==> src/rtl/lam_pkg.sv <==
package lam_pkg;
    localparam int         LANES      = 4;
    localparam logic [7:0] ALIGN_CODE = 8'h7C;

    function automatic logic is_align_char(input logic [7:0] b, input logic k);
        return k && (b == ALIGN_CODE);
    endfunction
endpackage

==> src/rtl/lam_lane_slot.sv <==
// Per-lane arrival record for the column that is currently open.
module lam_lane_slot #(
    parameter int CW = 3
) (
    input  logic          clk,
    input  logic          rst_n,
    input  logic          hit,
    input  logic          col_open,
    input  logic          keep,
    input  logic [CW-1:0] cur_cnt,
    output logic          seen_nx,
    output logic [CW-1:0] off_nx
);
    typedef struct packed {
        logic          seen;
        logic [CW-1:0] off;
    } slot_t;

    slot_t st_q, st_d;
    logic  seen_prev;
    logic  first_hit;

    always_comb begin
        seen_prev = col_open & st_q.seen;
        first_hit = hit & ~seen_prev;
        seen_nx   = seen_prev | hit;
        off_nx    = first_hit ? cur_cnt : st_q.off;
        st_d.seen = keep & seen_nx;
        st_d.off  = keep ? off_nx : '0;
    end

    always_ff @(posedge clk) begin
        if (!rst_n) st_q <= '0;
        else        st_q <= st_d;
    end

    // a lane already recorded keeps its offset while the column stays open
    p_first_hit_kept_r10: assert property (@(posedge clk) disable iff (!rst_n)
        (col_open && st_q.seen && keep) |=> $stable(st_q.off));
endmodule

==> src/rtl/lam_col_judge.sv <==
// Judges a closing column: missing lane, skew spread, consistency with reference.
module lam_col_judge #(
    parameter int LANES    = 4,
    parameter int CW       = 3,
    parameter int MAX_SKEW = 4
) (
    input  logic                clk,
    input  logic                rst_n,
    input  logic                flush,
    input  logic                close_full,
    input  logic                close_miss,
    input  logic [LANES*CW-1:0] offs,
    output logic                verdict_valid,
    output logic                verdict_good
);
    typedef struct packed {
        logic                valid;
        logic [LANES*CW-1:0] offs;
    } ref_t;

    ref_t          ref_q, ref_d;
    logic [CW-1:0] spread;
    logic          too_wide;
    logic          mismatch;

    always_comb begin
        spread = '0;
        for (int i = 0; i < LANES; i++) begin
            if (offs[i*CW +: CW] > spread) spread = offs[i*CW +: CW];
        end
        too_wide      = int'(spread) > MAX_SKEW;
        mismatch      = ref_q.valid && (offs != ref_q.offs);
        verdict_valid = close_full | close_miss;
        verdict_good  = close_full & ~too_wide & ~mismatch;

        ref_d = ref_q;
        if (flush || close_miss || (close_full && too_wide)) begin
            ref_d.valid = 1'b0;
        end else if (close_full) begin
            ref_d.valid = 1'b1;
            ref_d.offs  = offs;
        end
    end

    always_ff @(posedge clk) begin
        if (!rst_n) ref_q <= '0;
        else        ref_q <= ref_d;
    end

    // a good complete column always leaves a valid reference behind
    p_ref_after_good_r4: assert property (@(posedge clk) disable iff (!rst_n)
        (verdict_good && !flush) |=> ref_q.valid);
endmodule

==> src/rtl/lam_run_tracker.sv <==
// Counts consecutive good / bad columns and holds the alignment state.
module lam_run_tracker #(
    parameter int ACQ_COLS  = 4,
    parameter int LOSS_COLS = 4
) (
    input  logic clk,
    input  logic rst_n,
    input  logic flush,
    input  logic v_valid,
    input  logic v_good,
    output logic aligned
);
    localparam int RMAX = (ACQ_COLS > LOSS_COLS) ? ACQ_COLS : LOSS_COLS;
    localparam int RW   = $clog2(RMAX + 1);

    typedef struct packed {
        logic [RW-1:0] good;
        logic [RW-1:0] bad;
        logic          al;
    } run_t;

    run_t          st_q, st_d;
    logic [RW-1:0] good_inc, bad_inc;

    always_comb begin
        good_inc = (st_q.good >= RW'(ACQ_COLS))  ? st_q.good : st_q.good + RW'(1);
        bad_inc  = (st_q.bad  >= RW'(LOSS_COLS)) ? st_q.bad  : st_q.bad  + RW'(1);
        st_d = st_q;
        if (flush) begin
            st_d = '0;
        end else if (v_valid) begin
            if (v_good) begin
                st_d.good = good_inc;
                st_d.bad  = '0;
                if (good_inc >= RW'(ACQ_COLS)) st_d.al = 1'b1;
            end else begin
                st_d.bad  = bad_inc;
                st_d.good = '0;
                if (bad_inc >= RW'(LOSS_COLS)) st_d.al = 1'b0;
            end
        end
        aligned = st_q.al;
    end

    always_ff @(posedge clk) begin
        if (!rst_n) st_q <= '0;
        else        st_q <= st_d;
    end

    p_rise_after_good_r5: assert property (@(posedge clk) disable iff (!rst_n)
        $rose(st_q.al) |-> $past(v_valid && v_good && !flush));
    p_fall_has_cause_r6: assert property (@(posedge clk) disable iff (!rst_n)
        $fell(st_q.al) |-> $past(flush || (v_valid && !v_good)));
    p_flush_clears_r7: assert property (@(posedge clk) disable iff (!rst_n)
        flush |=> !st_q.al);
endmodule

==> src/rtl/lane_align_monitor.sv <==
module lane_align_monitor #(
    parameter int WINDOW    = 8,
    parameter int MAX_SKEW  = 4,
    parameter int ACQ_COLS  = 4,
    parameter int LOSS_COLS = 4
) (
    input  logic        clk,
    input  logic        rst_n,
    input  logic [31:0] lane_byte_i,
    input  logic [3:0]  lane_ctrl_i,
    input  logic [3:0]  lane_sync_i,
    output logic        aligned_o,
    output logic [3:0]  lane_sync_status_o
);
    import lam_pkg::*;

    localparam int CW = $clog2(WINDOW);

    typedef struct packed {
        logic          open;
        logic [CW-1:0] cnt;
        logic [3:0]    sync;
    } ctl_t;

    ctl_t                ctl_q, ctl_d;
    logic                sync_all;
    logic [LANES-1:0]    hit;
    logic [LANES-1:0]    seen_nx;
    logic [LANES*CW-1:0] off_nx;
    logic [CW-1:0]       cur_cnt;
    logic                active, close_full, close_miss, keep;
    logic                v_valid, v_good;

    for (genvar i = 0; i < LANES; i++) begin : g_lane
        assign hit[i] = sync_all && is_align_char(lane_byte_i[8*i +: 8], lane_ctrl_i[i]);
        lam_lane_slot #(.CW(CW)) u_slot (
            .clk      (clk),
            .rst_n    (rst_n),
            .hit      (hit[i]),
            .col_open (ctl_q.open),
            .keep     (keep),
            .cur_cnt  (cur_cnt),
            .seen_nx  (seen_nx[i]),
            .off_nx   (off_nx[i*CW +: CW])
        );
    end

    always_comb begin
        sync_all   = &lane_sync_i;
        cur_cnt    = ctl_q.open ? ctl_q.cnt + CW'(1) : '0;
        active     = sync_all && (ctl_q.open || (|hit));
        close_full = active && (&seen_nx);
        close_miss = active && !(&seen_nx) && (cur_cnt == CW'(WINDOW - 1));
        keep       = active && !close_full && !close_miss;

        ctl_d      = ctl_q;
        ctl_d.open = keep;
        ctl_d.cnt  = keep ? cur_cnt : '0;
        ctl_d.sync = lane_sync_i;
    end

    always_ff @(posedge clk) begin
        if (!rst_n) ctl_q <= '0;
        else        ctl_q <= ctl_d;
    end

    lam_col_judge #(.LANES(LANES), .CW(CW), .MAX_SKEW(MAX_SKEW)) u_judge (
        .clk           (clk),
        .rst_n         (rst_n),
        .flush         (!sync_all),
        .close_full    (close_full),
        .close_miss    (close_miss),
        .offs          (off_nx),
        .verdict_valid (v_valid),
        .verdict_good  (v_good)
    );

    lam_run_tracker #(.ACQ_COLS(ACQ_COLS), .LOSS_COLS(LOSS_COLS)) u_run (
        .clk     (clk),
        .rst_n   (rst_n),
        .flush   (!sync_all),
        .v_valid (v_valid),
        .v_good  (v_good),
        .aligned (aligned_o)
    );

    assign lane_sync_status_o = ctl_q.sync;

    // an open column never outlives its window
    p_window_bound_r2: assert property (@(posedge clk) disable iff (!rst_n)
        ctl_q.open |-> (ctl_q.cnt < CW'(WINDOW - 1)));
    // status view follows the sync inputs one clock later
    p_sync_view_r8: assert property (@(posedge clk) disable iff (!rst_n)
        1'b1 |=> (lane_sync_status_o == $past(lane_sync_i)));
    // with any lane unsynchronised no column survives the edge
    p_no_column_unsynced_r7: assert property (@(posedge clk) disable iff (!rst_n)
        !(&lane_sync_i) |=> !ctl_q.open);
endmodule

==> config.mk <==
export PLATFORM = sky130hd
export DESIGN_NAME = lane_align_monitor
export DESIGN_NICKNAME = d
export VERILOG_FILES = /design/src/rtl/lam_pkg.sv /design/src/rtl/lam_lane_slot.sv /design/src/rtl/lam_col_judge.sv /design/src/rtl/lam_run_tracker.sv /design/src/rtl/lane_align_monitor.sv
export SDC_FILE = /design/constraint.sdc
export NUM_CORES = 1
export LEC_CHECK = 0
export BUFFER_PORTS_ARGS = -buffer_cell sky130_fd_sc_hd__buf_2
export CORE_MARGIN = 1
export CORE_UTILIZATION = 51
export CTS_CLUSTER_SIZE = 30
export DETAILED_ROUTE_END_ITERATION = 6
export GPL_ROUTABILITY_DRIVEN = 0
export PLACE_DENSITY_LB_ADDON = 0.12
export SLEW_MARGIN = 10
export SYNTH_ARGS = -nofsm -noshare
export SYNTH_HDL_FRONTEND = slang
export SYNTH_HIERARCHICAL = 1
export SYNTH_SLANG_ARGS = --single-unit
export TNS_END_PERCENT = 50
==> constraint.sdc <==
create_clock -name clk -period 6.97 [get_ports clk]
set_clock_uncertainty 0.1 [all_clocks]
set_input_delay 1.394 -clock clk [delete_from_list [all_inputs] [get_ports clk]]
set_output_delay 1.394 -clock clk [all_outputs]
set_load 0.02 [all_outputs]
; ---- Word-level counts from Yosys, hierarchy flattened
; Index checks and enable logic that the tools add are counted.
; W data, S select, Z words.
[word_totals]
output_inout_bits = 5
in_bits = 42
wordCells = 108
regBits = 44
[op_classes]
n_mux = 14
reduce_logical = 32
addsub = 3
n_eq_ne = 7
bitwise_logic = 27
order_cmp = 9
[ops]
columns = operator, count
row1 = $mux W3, 11
row2 = $eq A8 B7 Y1 const B, 4
row3 = $logic_and A1 B1 Y1, 16
row4 = $and A1 B1 Y1, 14
row5 = $ge A3 B3 Y1 const B, 4
row6 = $ne A12 B12 Y1, 1
row7 = $add A3 B1 Y3 const B, 3
row8 = $gt A3 B3 Y1, 3
row9 = $not A1 Y1, 8
row10 = $reduce_and A4 Y1, 2
row11 = $mux W7, 1
row12 = $or A1 B1 Y1, 5
row13 = $reduce_and A5 Y1, 1
row14 = $logic_not A1 Y1, 4
row15 = $reduce_and A2 Y1, 2
row16 = $reduce_or A4 Y1, 1
row17 = $eq A3 B3 Y1 const B, 1
row18 = $gt A3 B1 Y1 const B, 1
row19 = $gt A3 B3 Y1 const B, 1
row20 = $logic_or A1 B1 Y1, 3
row21 = $reduce_and A3 Y1, 1
row22 = $mux W1, 2
row23 = $ne A2 B1 Y1 const B, 1
row24 = $reduce_bool A2 Y1, 1
row25 = $reduce_or A2 Y1, 1

; ---- Logic depth before layout (Yosys ltp)
; Gate-level depths: netlist of run 1.
[logic_depth]
depth_word = 19
mapped_depth = 24
depth_no_buf = 24

; ---- Hierarchy
; The synthesis of run 1 kept the hierarchy.
[by_module_without_submodules]
columns = module, instances, seq_area_each_um2, cells_each, area_each_um2
row1 = lam_col_judge, 1, 260.2, 134, 1107.3
row2 = lam_lane_slot, 4, 80.1, 19, 207.7
row3 = lane_align_monitor, 1, 160.2, 57, 599.3
row4 = lam_run_tracker, 1, 140.1, 41, 366.6

; ---- Worst setup path after synthesis of run 1
; OpenSTA, ideal clock, no wires.
[synth_timing]
path_type = input port to flip-flop
from = input port lane_byte_i[15]
to = register u_run/st_q[4] (netlist name)
arrival_ps = 6445
path_slack_ps = 354
path_buffers = 0
setup_time_ps = 71
cell_stages = 21
cell_sequence = nand4b_4 > nor4_4 > nor2b_1 > a21boi_4 > mux2_2 > ha_1 > a21oi_1 > a211oi_1 > nor3_1 > ha_1 > and3b_4 > o21a_1 > o41ai_2 > ha_1 > a21o_1 > a21oi_1 > mux2_2 > a21oi_1 > and4bb_1 > a21oi_1 > a21oi_1
[synth_via]
elab_chain_len = 16
word_cells_on_any_way = 29
[synth_lines]
columns = element, line
row1 = start: declaration, lane_align_monitor.sv:9  ; input logic [31:0] lane_byte_i,
row2 = $eq A8 B7 Y1 (*), lam_pkg.sv:6  ; return k && (b == ALIGN_CODE);
row3 = $logic_and A1 B1 Y1 (*), lam_pkg.sv:6
row4 = $logic_and A1 B1 Y1 (*), lane_align_monitor.sv:35  ; assign hit[i] = sync_all && is_align_char(lane_byte_i[8*i +: 8], lane_ctrl_i[i]);
row5 = net hit[1], lane_align_monitor.sv:27  ; logic [LANES-1:0] hit;
row6 = $and A1 B1 Y1 (*), lam_lane_slot.sv:25  ; first_hit = hit & ~seen_prev;
row7 = $mux W3 (*), lam_lane_slot.sv:27  ; off_nx = first_hit ? cur_cnt : st_q.off;
row8 = net off_nx[5], lane_align_monitor.sv:29  ; logic [LANES*CW-1:0] off_nx;
row9 = $gt A3 B3 Y1, lam_col_judge.sv:29  ; if (offs[i*CW +: CW] > spread) spread = offs[i*CW +: CW];
row10 = [... 3 more ...], -
row11 = $gt A3 B3 Y1, lam_col_judge.sv:29
row12 = $mux W3, lam_col_judge.sv:29
row13 = $gt A3 B3 Y1, lam_col_judge.sv:31  ; too_wide = int'(spread) > MAX_SKEW;
row14 = $not A1 Y1, lam_col_judge.sv:34  ; verdict_good = close_full & ~too_wide & ~mismatch;
row15 = $and A1 B1 Y1, lam_col_judge.sv:34
row16 = $and A1 B1 Y1 (*), lam_col_judge.sv:34
row17 = net v_good, lane_align_monitor.sv:32  ; logic v_valid, v_good;
row18 = $mux W7 (*), lam_run_tracker.sv:32  ; if (v_good) begin
row19 = end signal: assignment, lam_run_tracker.sv:47  ; else st_q <= st_d;
row20 = end: declaration, lam_run_tracker.sv:22  ; run_t st_q, st_d;
; The timed path passes the listed nets; every way through them passes the cells marked *.
; A chain may end at the register's enable or synchronous reset.

; ---- Worst setup path in the final report of run 1
[layout_timing]
from = input port lane_byte_i[15]
to = register u_run/st_q[5] (netlist name)
; Same word-level chain as after synthesis.

==> results of run 1 <==
==> cell families after synthesis <==
logic type               Yosys count  share of synthesized area (%)
AND/OR/NAND/NOR                  131                           28.7
buffers and inverters             25                           4.31
XOR/XNOR                          13                           3.92
multiplexers                      37                           13.3
adder cells (fa/ha/maj)           14                           6.03
AO/OA/AOI/OAI                     44                           13.4
flip-flops                        44                           30.3
==> layout make-up <==
| cell class | count | area share (%) |
|---|---|---|
| flip-flops and latches | 44 | 26.5 |
| multi-input cells | 239 | 57.3 |
| repair buffers | 52 | 8.28 |
| clock inverters | 3 | 1.39 |
| well taps | 72 | 2.71 |
| inverters | 16 | 1.81 |
| clock buffers | 5 | 2.07 |
==> worst max-delay path, delay by kind of cell <==
kind	cells	cell delay (ns)
compound gates	8	2.08
fa+ha+maj	3	1.00
buf+inv	2	0.28
mux	2	0.84
simple gates	7	1.15
==> placed cells by master, fill, tap and decap left out, types with 3 or more instances in the layout <==
| master | instances |
|---|---|
| nand2b_1 | 4 |
| nand4b_4 | 3 |
| dfxtp_1 | 44 |
| and2_1 | 5 |
| a21oi_1 | 9 |
| mux2_2 | 13 |
| nor4_4 | 4 |
| a21boi_4 | 4 |
| clkbuf_8 | 5 |
| inv_1 | 15 |
| mux2i_1 | 24 |
| nor2b_1 | 6 |
| nand3_1 | 28 |
| o21ai_1 | 3 |
| nand3b_1 | 3 |
| nor2_1 | 11 |
| and3_1 | 7 |
| ha_1 | 14 |
| nand2_1 | 38 |
| buf_2 | 46 |
| nand4_1 | 6 |
| buf_4 | 6 |
| xnor2_1 | 12 |
| a21o_2 | 5 |
==> worst min-delay path by stage <==
| stage | end | slack [ns] | cells after the start |
|---|---|---|---|
| after floorplan | ctl_q[4] | 0.34 | 1 |
| after global placement | g_lane[2].u_slot/st_q[1] | 0.35 | 2 |
| after detailed placement | g_lane[2].u_slot/st_q[2] | 0.36 | 2 |
| after CTS | g_lane[2].u_slot/st_q[2] | 0.38 | 2 |
| after global routing | g_lane[0].u_slot/st_q[1] | 0.40 | 2 |
| final | u_judge/ref_q[8] | 0.37 | 2 |
==> registers in the layout, indices dropped and copies added, names as in the netlist <==
signal / cells
g_lane.u_slot/st_q: 16
u_judge/ref_q: 13
u_run/st_q: 6
ctl_q: 4
lane_sync_status_o: 4
u_run/aligned: 1
==> power by group <==
part           switching (W)  leakage [nW]  internal [W]
logic              0.0000156         0.866     0.0000127
clock network      0.0000930        0.0548      0.000108
registers        0.000000241         0.355      0.000252
total               0.000109          1.28      0.000373
==> cell usage after synthesis (2+ instances only) <==
cell      count
o21ai_1       3
o21ai_0       2
a211oi_1      2
nand4b_4      3
o21a_1        2
and2_1        5
a21boi_4      4
clkbuf_1      4
ha_1         14
o31ai_1       2
mux2_2       13
nand4_1       6
o31a_1        2
a21oi_1       9
o211ai_1      2
buf_4         4
xnor2_1      12
nor2_1       11
nand2_1      38
nand3_1      28
mux2i_1      24
nand3b_1      3
dfxtp_1      44
nor4_4        4
inv_1        15
nor2b_1       6
and4b_1       2
a21o_2        5
and3_1        7
nand2b_1      4
==> metal layers <==
metal  wire length, um  vias up  track usage (%)
li1                  -     1202                -
met1              2830     1085             27.5
met2              2810       29             35.8
met3               180        8             3.76
met4                76        0             5.47
met5                 0        -                0
==> repair_timing <==
item                                    CTS  global route
endpoints found under the setup margin    0             2
gates resized for setup                   0             1
buffers inserted                          0             0
==> per-stage QoR <==
step / hold WS [ns] / power [W] / setup WS, ns / utilization (%)
detailed placement: 0.362 / 0.000287 / 0.0571 / 58.2
global placement: 0.354 / 0.000286 / 0.169 / 58.2
finish: 0.372 / 0.000482 / 0.364 / 60.4
CTS: 0.376 / 0.000489 / 0.343 / 60.3
floorplan: 0.340 / 0.000270 / 0.354 / -
global route: 0.395 / 0.000506 / 0.0300 / 60.4
==> out/summary.txt, run 1 <==
status: completed
via count: 2324
Worst-Margin Slew: 0.977 ns
DRT Pass-1 Iters: 4
fill count: 489
sequential cell area fraction in the yosys report: 30.3%
CTS Buf Count: 5
Rows: 27
# nets final: 414
hold wc startpoint: u_judge/ref_q[8]
register bit count reported by yosys: 44
leading area contributor after synthesis: dfxtp_1
Tcrit/Tclk final: 94.8%
All-Layer GR Usage: 21.1%
top post-synthesis cells by area: dfxtp_1, mux2i_1, ha_1
placed cells: 423
initial antenna violation count: 0
Placed Area: 3200 um^2
PD cells: 145 nW/um^2
Hold Vio Cnt, Final: 0
Leak: 1.28 nW
R2R Setup Slk: 1.29 ns
share of layout cells above drive strength 1: 28.4%
storage element area: 881 um^2
post-synthesis async set-or-reset flop share: 0%
r2r worst-path depth: 20
die footprint: 6000 um^2
Multi-input gate area: 1900 um^2
final std cells w/o fill: 431
core area: 5510 um^2
WS Path Type: input pin to flip-flop
HPWL after DPL: 4.52 mm
global-route wire length before repair: 10.3 mm
post-synth top area share: 30.3%
CTS tree: built
crit path launch: lane_byte_i[15]
Design Area, Final: 3330 um^2
Post-Synthesis Cells: 308
RR Endpoint: u_run/st_q[5]
# setup viols final: 0
synthesized area per cell: 9.43 um^2
post-synth net total: 364
Mapped Area: 2900 um^2
via-per-instance ratio: 5.39
Initial Utilization: 52.7%
Post-synth EDFFs: 0
Critical Path Sink: u_run/st_q[5]
CTS clk-pin slew, worst paths: 0.09 ns
Data arrival, critical path: 6.74 ns
1st-iter DRT viols: 119
area grow syn2layout: 14.5%
Relative slew margins: 34.9%
routed length per instance: 13.7 um
Max FO, Critical Path: 6
Die Y: 77.5 um
maximum clock rate: 151 MHz
CP peak stage delay: 0.44 ns
WL final: 5.90 mm
DRC: 0
min-delay worst type: flip-flop to flip-flop
largest net degree at the start of global routing: 60
crit path launch type: input pin
VDD IR max: 0.121 mV
Sinks on Clock Net: 44
WP data required: 7.10 ns
Root Buffer: clkbuf_8
PortBufs: 46
antenna viol nets, final: 0
reg2reg start: ctl_q[7]
Max Cap Viol: 0
number of diodes: 0
fin crit period: 6.61 ns
sequence of cells on the critical path: buf_2, nand4b_4, nor4_4, nor2b_1, a21boi_4, mux2_2, ha_1, nand3b_1, a211oi_1, nor3_1, ha_1, and3b_4, o21a_1, o41ai_2, ha_1, a21o_1, a21oi_1, mux2_2, a21oi_1, buf_4, nand4b_1, a21oi_1
Slew Limit Fails: 0
Unique masters post-synth: 58
gr ovfl total: 0
CTS Hold Buffers Added: 0
Crit. End Element: flip-flop
Post-synth top flop: dfxtp_1
Die W: 77.5 um
Skew-Pair Late Insertion Delay: 0.30 ns
Clock Path Buffers: 2
synthesis warning total: 6
I/O pin total: 47
slowest CP cell: o41ai_2
RSZ-0062 raised after global routing: false
H-Tree Depth: 2
vias in the first global route: 2269
Final TNS setup: 0 ns
Note: power is estimated with default switching activity, not from simulation.
==> run 2: changes to the inputs <==
--- a/config.mk
+++ b/config.mk
@@ -11,8 +11,7 @@
 export CTS_CLUSTER_SIZE = 30
 export DETAILED_ROUTE_END_ITERATION = 6
 export GPL_ROUTABILITY_DRIVEN = 0
-export PLACE_DENSITY_LB_ADDON = 0.12
-export SLEW_MARGIN = 10
+export PLACE_DENSITY = 0.76
 export SYNTH_ARGS = -nofsm -noshare
 export SYNTH_HDL_FRONTEND = slang
 export SYNTH_HIERARCHICAL = 1
==> run 2 against run 1 <==
  * Clock power is 5% higher
  * Power is 2.1% higher
  * Non-clock buffer count stayed put
  * Sequential power hardly changed
  * Critical path type unchanged
  * Highest routed layer unchanged
==> out/summary.txt, run 2 (synthesized netlist as in run 1, its figures left out) <==
die footprint: 6000 um^2 (unchanged)
initial antenna violation count: 0 (unchanged)
R2R Setup Slk: 1.26 ns (-0.03 ns)
hold wc startpoint: g_lane[0].u_slot/st_q[1]
maximum clock rate: 150 MHz (-0.96%)
via count: 2428 (+4.5%)
All-Layer GR Usage: 21.4% (+0.29 points)
Data arrival, critical path: 6.80 ns (+0.06 ns)
vias in the first global route: 2437 (+7.4%)
Skew-Pair Late Insertion Delay: 0.30 ns (about the same)
min-delay worst type: flip-flop to flip-flop
most used cell along the critical path: ha_1
Die W: 77.5 um (unchanged)
crit path launch type: input pin
post-cts sizing count: 0 (unchanged)
most common cell after layout, fill and taps aside: buf_2
reg2reg start: ctl_q[7]
Root Buffer: clkbuf_8
Relative slew margins: 34.9% (about the same)
CTS tree: built
CTS clk-pin slew, worst paths: 0.09 ns (about the same)
PortBufs: 46 (unchanged)
VDD IR max: 0.104 mV (-14%)
r2r worst-path depth: 20 (unchanged)
global-route wire length before repair: 10.4 mm (+0.94%)
RSZ-0062 raised after global routing: false
WL final: 6.24 mm (+5.7%)
post-CTS setup buffers: 0 (unchanged)
DRT Pass-1 Iters: 4 (unchanged)
CP peak stage delay: 0.43 ns (about the same)
slowest CP cell: o41ai_4
Max Cap Viol: 0 (unchanged)
via-per-instance ratio: 5.63 (+4.5%)
crit path launch: lane_byte_i[15]
area grow syn2layout: 15.9%
H-Tree Depth: 2 (unchanged)
HPWL after DPL: 4.65 mm (+3.0%)
final setup margin: 0.300 ns (-0.0640 ns)
core area: 5510 um^2 (unchanged)
Tcrit/Tclk final: 95.7% (+0.92 points)
CTS Buf Count: 5 (unchanged)
largest registers: g_lane.u_slot/st_q: 16 flops, u_judge/ref_q: 13 flops, u_run/st_q: 6 flops
largest net degree at the start of global routing: 60 (unchanged)
RR Endpoint: u_run/st_q[5]
status: completed
Crit. End Element: flip-flop
I/O pin total: 47 (unchanged)
share of layout cells above drive strength 1: 29.0% (+0.56 points)
Leak: 1.29 nW (+1.0%)
Clock Path Buffers: 2 (unchanged)
gr ovfl total: 0 (unchanged)
antenna viol nets, final: 0 (unchanged)
# setup viols final: 0 (unchanged)
CTS Hold Buffers Added: 0 (unchanged)
fill count: 481 (-1.6%)
Critical Path Sink: u_run/st_q[5]
fin crit period: 6.67 ns (+0.0640 ns)
WS Path Type: input pin to flip-flop
1st-iter DRT viols: 139 (+17%)
Initial Utilization: 52.7% (unchanged)
Slew Limit Fails: 0 (unchanged)
Die Y: 77.5 um (unchanged)
sequence of cells on the critical path: buf_2, nand4b_4, nor4_4, nor2b_1, a21boi_4, mux2_2, ha_1, nand3b_1, a21boi_0, nor2_1, ha_1, a21o_2, o21a_1, o41ai_4, ha_1, a21o_1, a21oi_2, mux2_2, a21oi_1, buf_4, nand4b_1, a21oi_1
DRC: 0 (unchanged)
Final TNS setup: 0 ns (unchanged)
Largest Register: g_lane.u_slot/st_q
Rows: 27 (unchanged)
most frequent cells in the layout: buf_2, dfxtp_1, nand2_1
Worst-Margin Slew: 0.977 ns (+0.000353 ns)
routed length per instance: 14.5 um (+5.7%)
max reg flops: 16 (unchanged)
Hold Vio Cnt, Final: 0 (unchanged)
number of diodes: 0 (unchanged)
Setup WS pre-CTS: 0.0111 ns (-0.0460 ns)
PD cells: 146 nW/um^2 (+0.92%)
# nets final: 414 (unchanged)
Max FO, Critical Path: 6 (unchanged)
Sinks on Clock Net: 44 (unchanged)
WP data required: 7.10 ns (about the same)
==> run 2: cell types whose count changed in the layout (fill, tap and decap cells not counted), sizes merged <==
cell,delta
clkinv,+1
inv,-1
clkinvlp,-1
clkbuf,+1
==> run 2: final cells by class <==
type                            instances  area, um^2  share of cell area (%)
Tap cell                               72        90.1                    2.68
Clock buffer                            6        82.6                    2.45
Timing Repair Buffer                   52         288                    8.55
Clock inverter                          2        38.8                    1.15
Sequential cell                        44         881                    26.2
Multi-Input combinational cell        239        1920                    57.2
Inverter                               16        60.1                    1.79
==> run 2: worst min-delay path by stage <==
stage | endpoint | slack [ns] | cells after the start
2_1_floorplan | ctl_q[4] | 0.34 | 1
3_3_place_gp | g_lane[2].u_slot/st_q[2] | 0.35 | 2
3_5_place_dp | g_lane[3].u_slot/st_q[2] | 0.36 | 2
4_1_cts | g_lane[3].u_slot/st_q[2] | 0.37 | 2
5_1_grt | u_judge/ref_q[1] | 0.39 | 2
6_report | g_lane[0].u_slot/st_q[1] | 0.37 | 2
==> run 2: metal layers <==
metal | routed length (um) | track usage [%] | vias up
met1 | 2840 | 24.7 | 1146
met5 | 0 | 0 | -
met3 | 211 | 4.24 | 15
met2 | 3090 | 38.7 | 62
li1 | - | - | 1205
met4 | 97 | 7.92 | 0
==> run 2: critical path, delay by kind of cell <==
| kind | cells | cell delay (ns) |
|---|---|---|
| buf+inv | 2 | 0.28 |
| fa+ha+maj | 3 | 1.03 |
| simple gates | 6 | 1.02 |
| mux | 2 | 0.80 |
| compound gates | 9 | 2.24 |
==> run 2: power breakdown <==
group          total [W]  internal, W  switching [W]
combinational  0.0000284    0.0000127      0.0000158
sequential      0.000253     0.000252    0.000000263
clock           0.000211     0.000117      0.0000935
total           0.000492     0.000382       0.000110
==> run 2: per-stage QoR <==
| step | util, % | cells | instance area (um^2) | power, W | hold WS, ns |
|---|---|---|---|---|---|
| finish | 61.1 | 431 | 3360 | 0.000492 | 0.371 |
| global route | 61.1 | 431 | 3360 | 0.000508 | 0.391 |
| CTS | 60.6 | 431 | 3340 | 0.000495 | 0.374 |
| detailed placement | 58.4 | 423 | 3220 | 0.000287 | 0.362 |
| global placement | 58.4 | 423 | 3220 | 0.000286 | 0.353 |
| floorplan | - | 308 | 2900 | 0.000270 | 0.340 |
==> run 3: changes to the inputs <==
--- a/config.mk
+++ b/config.mk
@@ -12,6 +12,7 @@
 export DETAILED_ROUTE_END_ITERATION = 6
 export GPL_ROUTABILITY_DRIVEN = 0
 export PLACE_DENSITY = 0.76
+export REMOVE_ABC_BUFFERS = 1
 export SYNTH_ARGS = -nofsm -noshare
 export SYNTH_HDL_FRONTEND = slang
 export SYNTH_HIERARCHICAL = 1
==> run 3 against run 2 <==
  * Count of clock-buffer cells in the layout decreased by 1
  * Flip-flop and latch count unchanged
  * Critical path depth is the same
==> out/summary.txt, run 3 (synthesized netlist as in run 1, its figures left out) <==
status: completed
maximum clock rate: 151 MHz (+0.64%)
DRC: 0 (unchanged)
Root Buffer: clkbuf_8
core area: 5510 um^2 (unchanged)
largest registers: g_lane.u_slot/st_q: 16 flops, u_judge/ref_q: 13 flops, u_run/st_q: 6 flops
vias in the first global route: 2318 (-4.9%)
Tcrit/Tclk final: 95.1% (-0.61 points)
Die W: 77.5 um (unchanged)
Switch Pwr: 0.000111 W (+1.7%)
Max Cap Viol: 0 (unchanged)
CTS Hold Buffers Added: 0 (unchanged)
Die Y: 77.5 um (unchanged)
min-delay worst type: flip-flop to flip-flop
Rows: 27 (unchanged)
PortBufs: 46 (unchanged)
met3 routed wirelength: 140 um (-34%)
R2R Setup Slk: 1.26 ns (about the same)
H-Tree Depth: 2 (unchanged)
Clock Path Buffers: 2 (unchanged)
CTS Buf Count: 5 (unchanged)
Max FO, Critical Path: 6 (unchanged)
via-per-instance ratio: 5.53 (-1.7%)
max reg flops: 16 (unchanged)
Met1 Wirelength: 2.79 mm (-1.7%)
sequential power share: 52.1% (+0.8 points)
WL final: 5.90 mm (-5.5%)
number of diodes: 0 (unchanged)
routed length per instance: 13.7 um (-5.3%)
CTS clk-pin slew, worst paths: 0.09 ns (about the same)
Combinational Power Share: 5.8% (about the same)
Sinks on Clock Net: 44 (unchanged)
Skew-Pair Late Insertion Delay: 0.31 ns (about the same)
die footprint: 6000 um^2 (unchanged)
HPWL after DPL: 4.50 mm (-3.3%)
Initial Utilization: 52.7% (unchanged)
most common cell after layout, fill and taps aside: buf_2
Relative slew margins: 36.7% (+1.8 points)
most used cell along the critical path: ha_1
met2 WL: 2.90 mm (-6.3%)
final std cells w/o fill: 430 (-0.23%)
initial antenna violation count: 0 (unchanged)
WP data required: 7.10 ns (about the same)
reg2reg start: ctl_q[7]
slowest CP cell: o41ai_2
Hold WS: 0.373 ns (+0.00174 ns)
Data arrival, critical path: 6.75 ns (-0.05 ns)
r2r worst-path depth: 20 (unchanged)
Final Total Pwr: 0.000485 W (-1.5%)
Crit. End Element: flip-flop
Top Layer Used: met4
CTS tree: built
post-cts sizing count: 0 (unchanged)
antenna viol nets, final: 0 (unchanged)
Placed Area: 3210 um^2 (-0.23%)
largest net degree at the start of global routing: 60 (unchanged)
# nets final: 413 (-0.24%)
sw frac: 23.0% (+0.73 points)
WP buf/inv: 2 (unchanged)
Slew Limit Fails: 0 (unchanged)
Leak: 1.28 nW (-1.1%)
sequence of cells on the critical path: buf_2, nand4b_4, nor4_4, nor2b_1, a21boi_4, mux2_2, ha_1, nand3b_1, a21boi_1, nor2_1, ha_1, a21o_2, o21a_1, o41ai_2, ha_1, a21o_1, a21oi_1, mux2_2, a21oi_2, buf_4, o211ai_1, a21oi_1
area grow syn2layout: 14.9%
PD cells: 145 nW/um^2 (-0.69%)
All-Layer GR Usage: 21.1% (-0.35 points)
Crit path max-delay family: compound AO/OA/AOI/OAI gates
Worst-Margin Slew: 0.950 ns (-0.0275 ns)
Hold Vio Cnt, Final: 0 (unchanged)
clock power share: 42.1% (-0.8 points)
Critical Path Sink: u_run/st_q[6]
Internal: 0.000373 W (-2.4%)
# setup viols final: 0 (unchanged)
crit path launch: lane_byte_i[15]
VDD IR max: 0.119 mV (+14%)
via count: 2380 (-2.0%)
Largest Register: g_lane.u_slot/st_q
most frequent cells in the layout: buf_2, dfxtp_1, nand2_1
1st-iter DRT viols: 120 (-14%)
Design Area, Final: 3340 um^2 (-0.82%)
share of layout cells above drive strength 1: 28.8% (-0.20 points)
I/O pin total: 47 (unchanged)
WS Path Type: input pin to flip-flop
fin crit period: 6.63 ns (-0.0427 ns)
Critical Path Stages: 22 (unchanged)
fill count: 501 (+4.2%)
placed cells: 422 (-0.24%)
gr ovfl total: 0 (unchanged)
crit path launch type: input pin
DRT Pass-1 Iters: 4 (unchanged)
CP peak stage delay: 0.47 ns (+0.04 ns)
global-route wire length before repair: 10.3 mm (-1.3%)
post-CTS setup buffers: 0 (unchanged)
Final TNS setup: 0 ns (unchanged)
RR Endpoint: u_run/st_q[6]
RSZ-0062 raised after global routing: false
[run 3: cell types whose count changed in the layout (fill, tap and decap cells not counted), sizes merged]
cell,change
clkinvlp,+1
clkinv,-1
buf,-1
clkbuf,-1
inv,+1
[run 3: final cells by class]
cell class                 count  area, um^2  share of cell area [%]
tap                           72        90.1                    2.70
multi-input combinational    239        1910                    57.3
clock buffer                   5        68.8                    2.06
timing repair buffer          51         280                    8.40
clock inverter                 3        46.3                    1.39
sequential                    44         881                    26.4
inverter                      16        60.1                    1.80
[run 3: stage by stage]
| stage | utilization (%) | setup slack, ns |
|---|---|---|
| after floorplan | - | 0.354 |
| after global routing | 60.6 | 0.00143 |
| after CTS | 60.4 | 0.281 |
| after global placement | 58.3 | 0.215 |
| final | 60.6 | 0.343 |
| after detailed placement | 58.3 | -0.0408 |
[run 3: per-layer routing]
metal / global-route usage [%] / vias to the layer above
li1: - / 1201
met1: 26.0 / 1140
met2: 36.4 / 31
met3: 4.35 / 8
met4: 6.60 / 0
met5: 0 / -
[run 3: how the worst min path moves through the flow]
stage | startpoint | to | slack (ns) | cells past startpoint
after floorplan | ctl_q[4] | ctl_q[4] | 0.34 | 1
after global placement | g_lane[0].u_slot/st_q[1] | g_lane[0].u_slot/st_q[1] | 0.35 | 2
after detailed placement | g_lane[3].u_slot/st_q[2] | g_lane[3].u_slot/st_q[2] | 0.36 | 2
after CTS | g_lane[3].u_slot/st_q[2] | g_lane[3].u_slot/st_q[2] | 0.38 | 2
after global routing | g_lane[1].u_slot/st_q[2] | g_lane[1].u_slot/st_q[2] | 0.39 | 2
final | g_lane[0].u_slot/st_q[2] | g_lane[0].u_slot/st_q[2] | 0.37 | 2
[run 3: worst reg2reg max path, cell delays in order, from the launching register on]
cell	delay, ns
dfxtp_1	0.77
nand2_1	0.19
inv_1	0.27
mux2_2	0.27
inv_1	0.07
ha_1	0.34
nor2b_1	0.16
nor4_1	0.33
nor3_1	0.13
ha_1	0.31
and3b_4	0.20
o21a_1	0.19
o41ai_2	0.47
ha_1	0.33
a21o_1	0.17
a21oi_1	0.26
mux2_2	0.43
a21oi_2	0.20
buf_4	0.17
o211ai_1	0.11
a21oi_1	0.16
[run 3: power by group through the flow]
stage / clock network (W) / logic, W / registers [W]
2_1_floorplan: 0 / 0.00000658 / 0.000260
3_3_place_gp: 0 / 0.0000276 / 0.000258
3_5_place_dp: 0 / 0.0000283 / 0.000259
4_1_cts: 0.000208 / 0.0000283 / 0.000253
5_1_grt: 0.000222 / 0.0000312 / 0.000253
6_report: 0.000204 / 0.0000282 / 0.000253
